**src/rtl/sup_pkg.sv**
```systemverilog
// Shared definitions for the processor supervisor.
// Assumes: two synchronizer stages are enough for the board's input rates.
package sup_pkg;
    localparam int SYNC_STAGES = 2;

    // Bundle of asynchronous inputs, synchronized together.
    typedef struct packed {
        logic supply_low;
        logic mr_n;
        logic kick;
        logic wd_off;
        logic pfail;
    } sup_in_t;

    // Value the synchronizer holds in reset: every input reads as "unsafe".
    localparam sup_in_t SAFE_IN = '{supply_low: 1'b1, mr_n: 1'b0, kick: 1'b0,
                                    wd_off: 1'b1, pfail: 1'b1};

    typedef enum logic [1:0] {RG_HOLD, RG_STRETCH, RG_RUN} rg_state_e;

    // Counter width for a count that reaches n-1.
    function automatic int cnt_bits(input int n);
        return (n < 2) ? 1 : $clog2(n);
    endfunction
endpackage

```
**src/rtl/sup_sync.sv**
```systemverilog
// Multi-stage level synchronizer for a bundle of asynchronous inputs.
// Assumes STAGES >= 2 and that every input level lasts at least one clock.
module sup_sync #(
    parameter int WIDTH = 5,
    parameter int STAGES = 2,
    parameter logic [WIDTH-1:0] RST_VAL = '0
) (
    input  logic             clk,
    input  logic             rst_n,
    input  logic [WIDTH-1:0] d,
    output logic [WIDTH-1:0] q
);
    logic [STAGES-1:0][WIDTH-1:0] stg;

    // Shift the input through the stage chain; reset loads the safe value.
    always_ff @(posedge clk) begin
        if (!rst_n) begin
            stg <= {STAGES{RST_VAL}};
        end else begin
            stg[0] <= d;
            for (int i = 1; i < STAGES; i++) begin
                stg[i] <= stg[i-1];
            end
        end
    end

    assign q = stg[STAGES-1];
endmodule

```
**src/rtl/sup_rst_stretch.sv**
```systemverilog
// Reset pulse generator: holds reset while 'hold' is high, then keeps it
// for STRETCH_CYC more edges. A new hold restarts the stretch.
// Assumes 'hold' is already synchronous and STRETCH_CYC >= 1.
module sup_rst_stretch
    import sup_pkg::*;
#(
    parameter int STRETCH_CYC = 200000
) (
    input  logic clk,
    input  logic rst_n,
    input  logic hold,
    output logic rst_active
);
    localparam int CW = cnt_bits(STRETCH_CYC);
    localparam logic [CW-1:0] LAST = CW'(STRETCH_CYC - 1);

    rg_state_e     state;
    logic [CW-1:0] cnt;

    // State and stretch counter; the count starts at 0 on each hold.
    always_ff @(posedge clk) begin
        if (!rst_n || hold) begin
            state <= RG_HOLD;
            cnt   <= '0;
        end else if (state != RG_RUN) begin
            if (cnt == LAST) begin
                state <= RG_RUN;
                cnt   <= '0;
            end else begin
                state <= RG_STRETCH;
                cnt   <= cnt + 1'b1;
            end
        end
    end

    // Reset is asserted in every state except the run state.
    always_comb rst_active = (state != RG_RUN);
endmodule

```
**src/rtl/sup_wdog.sv**
```systemverilog
// Watchdog timer: expires after TIMEOUT_CYC edges without a kick edge and
// latches until cleared by a kick edge, the disable qualifier or reset.
// Assumes kick_s and wd_off_s come from the synchronizer and TIMEOUT_CYC >= 2.
module sup_wdog
    import sup_pkg::*;
#(
    parameter int TIMEOUT_CYC = 1600000
) (
    input  logic clk,
    input  logic rst_n,
    input  logic kick_s,
    input  logic wd_off_s,
    input  logic cpu_rst,
    output logic kick_edge,
    output logic expired
);
    localparam int CW = cnt_bits(TIMEOUT_CYC);
    localparam logic [CW-1:0] LAST = CW'(TIMEOUT_CYC - 1);

    logic          kick_d;
    logic [CW-1:0] cnt;
    logic          clr;

    // Delay the synchronized kick for edge detection.
    always_ff @(posedge clk) begin
        if (!rst_n) kick_d <= 1'b0;
        else        kick_d <= kick_s;
    end

    // Detect either polarity of kick and gather every clear source.
    always_comb begin
        kick_edge = kick_s ^ kick_d;
        clr       = kick_edge | wd_off_s | cpu_rst;
    end

    // Timeout counter with latched expiry flag.
    always_ff @(posedge clk) begin
        if (!rst_n || clr) begin
            cnt     <= '0;
            expired <= 1'b0;
        end else if (!expired) begin
            if (cnt == LAST) expired <= 1'b1;
            else             cnt     <= cnt + 1'b1;
        end
    end
endmodule

```
**src/rtl/cpu_supervisor.sv**
```systemverilog
// Processor supervisor top: synchronizes the inputs, builds the stretched
// reset, runs the watchdog and drives the three active-low outputs.
// Assumes all inputs are asynchronous levels held for at least one clock.
module cpu_supervisor
    import sup_pkg::*;
#(
    parameter int STRETCH_CYC = 200000,
    parameter int TIMEOUT_CYC = 1600000
) (
    input  logic clk,
    input  logic rst_n,
    input  logic supply_low_i,
    input  logic mr_n_i,
    input  logic wd_kick_i,
    input  logic wd_off_i,
    input  logic pfail_i,
    output logic rst_out_n,
    output logic wdo_n,
    output logic pfo_n
);
    sup_in_t raw_in;
    sup_in_t syn_in;
    logic    supply_low_s;
    logic    mr_n_s;
    logic    wd_off_s;
    logic    kick_s;
    logic    pfail_s;
    logic    rst_active;
    logic    kick_edge;
    logic    wd_expired;

    // Bundle the raw inputs for the synchronizer.
    always_comb begin
        raw_in.supply_low = supply_low_i;
        raw_in.mr_n       = mr_n_i;
        raw_in.kick       = wd_kick_i;
        raw_in.wd_off     = wd_off_i;
        raw_in.pfail      = pfail_i;
    end

    sup_sync #(
        .WIDTH  ($bits(sup_in_t)),
        .STAGES (SYNC_STAGES),
        .RST_VAL(SAFE_IN)
    ) u_sync (
        .clk  (clk),
        .rst_n(rst_n),
        .d    (raw_in),
        .q    (syn_in)
    );

    // Unpack the synchronized bundle.
    always_comb begin
        supply_low_s = syn_in.supply_low;
        mr_n_s       = syn_in.mr_n;
        kick_s       = syn_in.kick;
        wd_off_s     = syn_in.wd_off;
        pfail_s      = syn_in.pfail;
    end

    sup_rst_stretch #(.STRETCH_CYC(STRETCH_CYC)) u_rst (
        .clk       (clk),
        .rst_n     (rst_n),
        .hold      (supply_low_s | ~mr_n_s),
        .rst_active(rst_active)
    );

    sup_wdog #(.TIMEOUT_CYC(TIMEOUT_CYC)) u_wd (
        .clk      (clk),
        .rst_n    (rst_n),
        .kick_s   (kick_s),
        .wd_off_s (wd_off_s),
        .cpu_rst  (rst_active),
        .kick_edge(kick_edge),
        .expired  (wd_expired)
    );

    // Drive the active-low outputs; the alarm follows low supply unstretched.
    always_comb begin
        rst_out_n = ~rst_active;
        wdo_n     = ~(wd_expired | supply_low_s);
        pfo_n     = ~pfail_s;
    end
endmodule

```
**config.mk**
```make
export PLATFORM = sky130hd
export DESIGN_NAME = cpu_supervisor
export DESIGN_NICKNAME = d
export VERILOG_FILES = /design/src/rtl/sup_pkg.sv /design/src/rtl/sup_sync.sv /design/src/rtl/sup_rst_stretch.sv /design/src/rtl/sup_wdog.sv /design/src/rtl/cpu_supervisor.sv
export SDC_FILE = /design/constraint.sdc
export NUM_CORES = 1
export LEC_CHECK = 0
export BUFFER_PORTS_ARGS = -buffer_cell sky130_fd_sc_hd__buf_2
export CAP_MARGIN = 10
export CORE_ASPECT_RATIO = 1.1
export CORE_MARGIN = 5
export CORE_UTILIZATION = 60
export CTS_BUF_LIST = sky130_fd_sc_hd__clkbuf_8 sky130_fd_sc_hd__clkbuf_16
export CTS_CLUSTER_DIAMETER = 120
export DETAILED_ROUTE_END_ITERATION = 16
export PLACE_DENSITY = 0.75
export SLEW_MARGIN = 5
export SYNTH_ARGS = -nofsm -noshare
export SYNTH_HDL_FRONTEND = slang
export SYNTH_SLANG_ARGS = --single-unit
```
**constraint.sdc**
```tcl
create_clock -name clk -period 2.3 [get_ports clk]
set_input_delay 0.46 -clock clk [delete_from_list [all_inputs] [get_ports clk]]
set_output_delay 0.46 -clock clk [all_outputs]
set_load 0.02 [all_outputs]
```
[Word level (Yosys, flattened, before mapping)]
Index checks and enable logic that the tools add are counted.
Word-level totals
  register bits: 53
  output and inout bits: 3
  logic and storage cells: 31
  bits of input ports: 7
Operators by class
  reduce and logical (&&, ||, !) cells: 4
  equal/unequal tests: 3
  multiplexer cells: 4
  add/sub/neg operators: 2
  bitwise logic cells: 11
Operators with widths (number)
  adder 21 x 1 -> 21 bit (second input constant): 1
  == test 21 bit (second input constant): 1
  adder 18 x 1 -> 18 bit (second input constant): 1
  == test 18 bit (second input constant): 1
  two-way mux 18 bit: 1
  inverter 1 bit: 6
  OR 1 bit: 4
  logical OR 1 bit: 2
  two-way mux 1 bit: 2
  two-way mux 2 bit: 1
  != test 2 bit (second input constant): 1
  AND reduction 2 bit: 1
  logical NOT 1 bit: 1
  bitwise XOR 1 bit: 1

[Depth between registers and ports, before layout]
Gate-level depths: netlist of run 1.
  word-level depth: 4
  depth in mapped cells: 8
  gate-level depth less buffers: 7

[By module]
A second synthesis of run 1 with hierarchy kept.
Unflattened totals
  cells, all modules: 270
  area, all modules: 2482.4 sq um
By module, submodules not included
  sup_wdog: area an instance 1232.4 sq um, times used 1, sequential area each 460.4 sq um, cells an instance 136
  sup_rst_stretch: area an instance 932.1 sq um, times used 1, sequential area each 400.4 sq um, cells an instance 105
  sup_sync: area an instance 300.3 sq um, times used 1, sequential area each 200.2 sq um, cells an instance 25
  cpu_supervisor: area an instance 17.5 sq um, times used 1, sequential area each 0.0 sq um, cells an instance 4

[Worst setup path before layout of run 1]
OpenSTA, ideal clock, no wires.
  path type: reg-to-reg
  start: register u_wd.cnt[0]
  end: register u_wd.cnt[1]
  arrival time: 1684 ps
  clock period less this slack: 1812 ps
  path slack: 488 ps
  cell stages (with the launch flop): 9
  path buffers: 2
  setup time: 127 ps
  data required time: 2173 ps
  cell sequence: dfxtp_1 -> ha_1 -> nand4_1 -> or2_0 -> buf_2 -> o21ai_2 -> buf_4 -> mux2i_1 -> nor2_1
Between the ends
  word-level cells in the longest chain between the ends: 3
  elaborated cells between the ends (all ways): 4
  classes of those cells: add/sub: 1; eq/ne: 1; bitwise: 1; reduce/logical: 1
Ends and longest elaborated chain
  start: declaration: RTL line sup_wdog.sv:21  | logic [CW-1:0] cnt;
  start signal: assignment: RTL line sup_wdog.sv:43  | else cnt <= cnt + 1'b1;
  branches (longest 3 deep; another with adder 21 x 1 -> 21 bit)
Several ways; the timed one is not identified.
A chain may end at the register's enable or synchronous reset.

[Final worst setup path of run 1]
  start: register u_wd.cnt[0]
  end: register u_wd.cnt[7]
The elaborated chain is that of the path after synthesis.

==> results of run 1 <==
-- layer usage --
metal	part of all wire [%]	GRT usage [%]	vias up	wire length, µm
met2	47	28.8	21	1800
met5	0	0	-	0
met4	1.4	7.81	0	55
li1	-	-	898	-
met1	49	20.8	771	1870
met3	2.8	3.60	5	109
-- synthesized netlist by cell type (2+ instances only) --
cell	n	area [µm²]
sky130_fd_sc_hd__xnor2_1	12	105
sky130_fd_sc_hd__dfxtp_1	53	1060
sky130_fd_sc_hd__o21ai_0	4	20.0
sky130_fd_sc_hd__nand2b_1	6	37.5
sky130_fd_sc_hd__nand2_1	17	63.8
sky130_fd_sc_hd__o31ai_1	3	22.5
sky130_fd_sc_hd__or2_2	2	12.5
sky130_fd_sc_hd__nor3_2	3	30.0
sky130_fd_sc_hd__nor2_2	2	12.5
sky130_fd_sc_hd__ha_1	2	25.0
sky130_fd_sc_hd__nor3_1	2	10.0
sky130_fd_sc_hd__nor4_1	2	12.5
sky130_fd_sc_hd__nor3b_1	2	15.0
sky130_fd_sc_hd__buf_6	2	22.5
sky130_fd_sc_hd__o211ai_1	6	45.0
sky130_fd_sc_hd__nand3_1	16	80.1
sky130_fd_sc_hd__xor2_1	18	158
sky130_fd_sc_hd__inv_1	5	18.8
sky130_fd_sc_hd__nor4_2	2	25.0
sky130_fd_sc_hd__nor4b_1	2	17.5
sky130_fd_sc_hd__or3_1	2	12.5
sky130_fd_sc_hd__and2_1	7	43.8
sky130_fd_sc_hd__clkbuf_1	2	7.51
sky130_fd_sc_hd__or4_1	4	30.0
sky130_fd_sc_hd__a21oi_1	5	25.0
sky130_fd_sc_hd__and3_1	2	12.5
sky130_fd_sc_hd__nor2_1	38	143
sky130_fd_sc_hd__nor4bb_1	3	30.0
sky130_fd_sc_hd__nand4_1	10	62.6
-- final cells by class --
type,instances,share of cell area [%]
flip-flops and latches,53,42.1
clock inverters,3,1.84
inverters,6,1.09
repair buffers,13,2.98
clock buffers,5,2.73
well taps,50,2.48
multi-input cells,184,46.7
-- path summary, 6_finish.rpt --
| check | start | endpoint | slack, ps | cells past startpoint |
|---|---|---|---|---|
| setup reg to reg | u_wd.cnt[0]$_SDFFE_PP0P_ | u_wd.cnt[7]$_SDFFE_PP0P_ | 220 | 7 |
| hold reg to reg | u_sync.stg[1]$_SDFF_PN1_ | u_sync.q[1]$_SDFF_PN1_ | 410 | 1 |
| setup / recovery | u_wd.cnt[0]$_SDFFE_PP0P_ | u_wd.cnt[7]$_SDFFE_PP0P_ | 220 | 7 |
| hold / removal | wd_off_i | u_sync.stg[1]$_SDFF_PN1_ | 330 | 2 |
-- report_power, final --
group	switching [mW]	internal (mW)	total (mW)
Sequential	0.00236	0.926	0.928
Combinational	0.00855	0.0101	0.0187
Clock	0.302	0.326	0.628
Total	0.313	1.26	1.57
-- sequential cells by signal, indices dropped and copies added (netlist names) --
name	flops
u_rst.cnt	18
u_wd.kick_d	1
u_rst.state	2
u_sync.stg	5
u_wd.cnt	21
u_sync.q	5
u_wd.expired	1
-- through the flow --
step / cell area, µm² / setup slack, ps / hold WS, ps
5_1_grt: 2520 / 35.8 / 320
6_report: 2520 / 218 / 332
4_1_cts: 2520 / 222 / 322
2_1_floorplan: 2310 / 488 / 386
3_3_place_gp: 2400 / 373 / 388
3_5_place_dp: 2400 / 277 / 398
-- kinds of logic after synthesis --
kind of cell | count (synthesis) | share of synthesized area (%)
AND/OR/NAND/NOR | 131 | 32.4
flip-flops | 53 | 45.9
XOR/XNOR | 30 | 11.4
AO/OA/AOI/OAI | 20 | 5.68
buffers and inverters | 13 | 3.19
adder cells (fa/ha/maj) | 2 | 1.08
multiplexers | 1 | 0.433
-- worst max-delay path, stage by stage, from the launching register on --
cell and delay (ps):
sky130_fd_sc_hd__dfxtp_1 360, sky130_fd_sc_hd__ha_1 240, sky130_fd_sc_hd__nand4_1 170, sky130_fd_sc_hd__or2_0 380, sky130_fd_sc_hd__o21ai_2 140, sky130_fd_sc_hd__buf_4 170
sky130_fd_sc_hd__or4_1 410, sky130_fd_sc_hd__a21oi_1 150
==> impl_metrics.py, run 1 <==
metrics = {
    "outcome": {
        "run_status": "finished, final reports clean",
    },
    "timing": {
        "finalSetupTns_ps": 0,
        "worst_slew_pin_slew_ps": 494,
        "post-route-period-util_pct": 90.5,
        "timing.final.crit_period_ps": 2080,
        "worst_slew_margin_rel_pct": 67.0,
        "max_clock_freq_ghz": 0.480,
        "report.final.hold_viol_count": 0,
        "grt_setup_unrepaired": "no",
        "slew_viol_final": 0,
        "setup_viol": 0,
        "fin_worst_skew_ps": 6.37,
    },
    "cells_and_area": {
        "fin_cells": 314,
        "ff_latch_area_mm2": 0.00106,
        "final_cell_mix": "53 x sky130_fd_sc_hd__dfxtp_1, 38 x sky130_fd_sc_hd__nor2_1, 18 x sky130_fd_sc_hd__xor2_1",
        "nets": 272,
        "syn_to_final_growth_pct": 8.93,
        "layout_commonest_cell": "sky130_fd_sc_hd__dfxtp_1",
        "area_of_the_multi_input_gates_mm2": 0.00118,
        "fillers": 322,
        "total_inserted_antenna_cells": 0,
        "final_core_utilization_pct": 68.4,
        "drive_gt1_share_pct": 14.0,
    },
    "worst_setup_path": {
        "maximum_fanout_count_along_the_critical_path": 8,
        "critPathLaunchType": "flop",
        "worst-setup-path-type": "flop to flop",
        "cp.arrival_ps": 2320,
        "setup.worst_path.end_class": "flop",
        "cp.required_ps": 2540,
    },
    "min_path": {
        "min_path_type": "input pin to flop",
    },
    "synthesis": {
        "synth.yosys.seq_area_share_pct": 45.9,
        "synthDistinctLibCells": 45,
        "synth_seq_cells": 53,
        "ys_async_sr_fraction_pct": 0,
        "synth.avg_cell_area_um2": 9.25,
        "ys_warn_count": 0,
        "synth_enable_flop_cells": 0,
        "syn-num-nets": 259,
        "synthesis.instances": 250,
        "mappedNetlistArea_mm2": 0.00231,
        "synth_top_flop_cell": "sky130_fd_sc_hd__dfxtp_1",
    },
    "floorplanning": {
        "die_height_um": 75.1,
        "floorplan.rows": 23,
        "core_area_mm2": 0.00368,
        "io_pins": 10,
        "floorplan.initialDensity_pct": 62.8,
        "die_span_in_x_um": 69.2,
        "fp.dieArea_mm2": 0.00520,
    },
    "global_route": {
        "grt_start_max_net_pins": 18,
        "grt-ovfl-total": 0,
        "grt_pass1_wl_mm": 7.06,
        "antenna_violations_before_repair": 0,
        "global_route.usage.total_pct": 16.9,
        "vias_in_the_first_global_route": 1601,
    },
    "clock_tree": {
        "cts_made_buffers": 5,
        "clkTransAtPathRegs_ps": 90,
        "cts_repair_resize_count": 0,
        "cts_hold_repair.buffers": 0,
        "insertion_delay_ps": 300,
        "clock_tree.htree_level_count": 2,
        "cts_buffer_depth": 2,
        "cts_tree": "done",
        "numClockSinks": 53,
        "postCtsSetupRepairBufs": 0,
        "cts.root.buffer_cell": "sky130_fd_sc_hd__clkbuf_8",
    },
    "power_and_ir_drop": {
        "power.static_leakage_nw": 0.828,
        "design_power_total_mw": 1.57,
        "peakVddDrop_mv": 0.432,
        "power.density_mw_per_mm2": 625,
    },
    "detailed_routing": {
        "drt-pass1-iter-count": 4,
        "num_vias": 1695,
        "ant_nets": 0,
        "wl_mm": 3.84,
        "route.detailed.wl_per_inst_um": 12.2,
        "first_iter_violations": 103,
        "detail_route.drc_violations": 0,
        "post_drt_via_cell_ratio": 5.40,
    },
    "job": {
        "drv.max_cap_violation_count": 0,
    },
    "place": {
        "detailed_place_hpwl_mm": 2.73,
        "post-place-cells": 306,
        "placement.io_buffers": 9,
        "gpl.final_weighted_congestion": 0.814,
    },
}
No activity file was read; power rests on OpenSTA's default activity.
==> run 2, diff against run 1 <==
--- a/config.mk
+++ b/config.mk
@@ -7,7 +7,6 @@
 export LEC_CHECK = 0
 export BUFFER_PORTS_ARGS = -buffer_cell sky130_fd_sc_hd__buf_2
 export CAP_MARGIN = 10
-export CORE_ASPECT_RATIO = 1.1
 export CORE_MARGIN = 5
 export CORE_UTILIZATION = 60
 export CTS_BUF_LIST = sky130_fd_sc_hd__clkbuf_8 sky130_fd_sc_hd__clkbuf_16
==> run 2 against run 1 <==
Compared with the run above:
- first-iteration DRC count fell by 35%
- total power rose by 1.8%
- count of clock-buffer cells in the layout rose by 1
- largest cell class unchanged
- routed wire length grew 1.2%
- fmax rose by 4.7%
- cell area about the same
==> impl_metrics.py, run 2 (synthesis gave the netlist of run 1 again) <==
metrics = {
    "detailed_routing": {
        "ant_nets": 0,
        "wl_mm": 3.88,
        "first_iter_violations": 67,
        "route.detailed.wl_per_inst_um": 12.4,
        "detail_route.drc_violations": 0,
        "num_vias": 1690,
        "drt-pass1-iter-count": 4,
        "post_drt_via_cell_ratio": 5.42,
    },
    "clock_tree": {
        "cts_buffer_depth": 2,
        "cts_tree": "done",
        "cts_hold_repair.buffers": 0,
        "clkTransAtPathRegs_ps": 100,
        "postCtsSetupRepairBufs": 0,
        "insertion_delay_ps": 310,
        "numClockSinks": 53,
        "clock_tree.htree_level_count": 2,
        "cts.root.buffer_cell": "sky130_fd_sc_hd__clkbuf_8",
        "cts_repair_resize_count": 0,
        "cts_made_buffers": 5,
    },
    "worst_setup_path": {
        "timing.critical_path.cells": "ha_1 > nand4_1 > or2_0 > o21ai_2 > buf_4 > xor2_1 > nor2_1",
        "ff2ff_setup_slack_ps": 310,
        "critical-path-top-delay-family": "simple AND/OR/NAND/NOR gates",
        "regToRegStartpoint": "u_wd.cnt[0]$_SDFFE_PP0P_",
        "cpPeakStageDelay_ps": 410,
        "critPathLaunch": "u_wd.cnt[0]$_SDFFE_PP0P_",
        "cp.required_ps": 2500,
        "rr_worst_depth": 7,
        "critPathLaunchType": "flop",
        "instance_count_on_the_critical_path": 7,
        "cp.arrival_ps": 2190,
        "cp_num_buf_inv": 1,
        "maximum_fanout_count_along_the_critical_path": 8,
        "critPathSlowestCell": "sky130_fd_sc_hd__dfxtp_1",
        "worstReg2RegEnd": "u_wd.cnt[0]$_SDFFE_PP0P_",
        "setup.worst_path.end_class": "flop",
        "timing.critical_path.to": "u_wd.cnt[0]$_SDFFE_PP0P_",
        "worst-setup-path-type": "flop to flop",
    },
    "outcome": {
        "run_status": "finished, final reports clean",
    },
    "floorplanning": {
        "fp.dieArea_mm2": 0.00520,
        "die_span_in_x_um": 72.1,
        "core_area_mm2": 0.00369,
        "floorplan.initialDensity_pct": 62.7,
        "floorplan.rows": 22,
        "io_pins": 10,
        "die_height_um": 72.1,
    },
    "global_route": {
        "global_route.usage.total_pct": 16.1,
        "antenna_violations_before_repair": 0,
        "grt_pass1_wl_mm": 6.77,
        "vias_in_the_first_global_route": 1500,
        "grt_start_max_net_pins": 19,
        "grt-ovfl-total": 0,
    },
    "job": {
        "drv.max_cap_violation_count": 0,
    },
    "cells_and_area": {
        "flip_flop_count_of_the_largest_register_after_layout": 21,
        "drive_gt1_share_pct": 14.0,
        "layout_top_registers": "u_wd.cnt x21, u_rst.cnt x18",
        "stdcell_area_mm2": 0.00252,
        "largest-register": "u_wd.cnt",
        "layout_commonest_cell": "sky130_fd_sc_hd__dfxtp_1",
        "nets": 272,
        "final_cell_mix": "53 x sky130_fd_sc_hd__dfxtp_1, 38 x sky130_fd_sc_hd__nor2_1, 18 x sky130_fd_sc_hd__xor2_1",
        "total_inserted_antenna_cells": 0,
        "syn_to_final_growth_pct": 9.04,
    },
    "timing": {
        "setup_viol": 0,
        "slew_viol_final": 0,
        "finalSetupTns_ps": 0,
        "fin_worst_skew_ps": 6.92,
        "post-route-period-util_pct": 86.5,
        "max_clock_freq_ghz": 0.503,
        "timing.final.crit_period_ps": 1990,
        "timing.hold.ws_ps": 324,
        "worst_slew_pin_slew_ps": 503,
        "report.final.hold_viol_count": 0,
        "grt_setup_unrepaired": "no",
        "worst_slew_margin_rel_pct": 66.4,
    },
    "power_and_ir_drop": {
        "sequentialPowerShare_pct": 57.9,
        "design_power_total_mw": 1.60,
        "power.density_mw_per_mm2": 636,
        "power.switching_mw": 0.313,
        "power_report.internal_total_mw": 1.29,
        "peakVddDrop_mv": 0.611,
        "power_frac_comb_pct": 1.2,
        "sw_frac_of_total_pct": 19.5,
        "share_clk_of_total_power_pct": 40.9,
        "power.static_leakage_nw": 0.830,
    },
    "place": {
        "cell_area_after_placement_mm2": 0.00240,
        "gpl.final_weighted_congestion": 0.785,
        "detailed_place_hpwl_mm": 2.69,
        "placement.io_buffers": 9,
    },
    "min_path": {
        "min_path_type": "input pin to flop",
    },
}
-- run 2: cell count changes in the layout (fill, tap and decap cells not counted), sizes merged --
cell / previous run / this run
clkinv: 2 / 1
clkbuf: 5 / 6
-- run 2: layout make-up --
class	count	area, µm²
Multi-Input combinational cell	184	1180
Fill cell	316	1170
Sequential cell	53	1060
Clock buffer	6	82.6
Timing Repair Buffer	13	75.1
Tap cell	48	60.1
Clock inverter	2	37.5
Inverter	6	27.5
-- run 2: through the flow --
| stage | setup slack [ps] | utilization [%] | std cells |
|---|---|---|---|
| 6_report | 311 | 68.4 | 312 |
| 5_1_grt | 172 | 68.4 | 312 |
| 4_1_cts | 321 | 68.4 | 312 |
| 3_5_place_dp | 363 | 65.1 | 304 |
| 3_3_place_gp | 415 | 65.1 | 304 |
| 2_1_floorplan | 488 | - | 250 |
-- run 2: how the worst min path moves through the flow --
stage / cells after the start / start / slack [ps] / endpoint
3_3_place_gp: 1 / u_sync.stg[1]$_SDFF_PN1_ / 390 / u_sync.q[1]$_SDFF_PN1_
2_1_floorplan: 1 / u_sync.stg[0]$_SDFF_PN1_ / 390 / u_sync.q[0]$_SDFF_PN1_
4_1_cts: 2 / pfail_i / 310 / u_sync.stg[0]$_SDFF_PN1_
3_5_place_dp: 1 / u_sync.stg[4]$_SDFF_PN1_ / 400 / u_sync.q[4]$_SDFF_PN1_
6_report: 2 / pfail_i / 320 / u_sync.stg[0]$_SDFF_PN1_
5_1_grt: 2 / supply_low_i / 330 / u_sync.stg[4]$_SDFF_PN1_
-- run 2: layer usage --
metal | vias to the layer above | wire (µm) | track usage (%) | share of wire, %
met2 | 18 | 1720 | 24.1 | 44
met1 | 774 | 1980 | 22.0 | 51
met3 | 7 | 124 | 4.99 | 3.2
met5 | - | 0 | 0 | 0
met4 | 0 | 56 | 5.01 | 1.4
li1 | 891 | - | - | -
-- run 2: power by group through the flow --
stage | combinational (mW) | sequential [mW] | clock, mW
3_3_place_gp | 0.0186 | 0.949 | 0
2_1_floorplan | 0.0118 | 0.949 | 0
3_5_place_dp | 0.0192 | 0.950 | 0
5_1_grt | 0.0219 | 0.929 | 0.715
4_1_cts | 0.0193 | 0.928 | 0.673
6_report | 0.0189 | 0.928 | 0.656
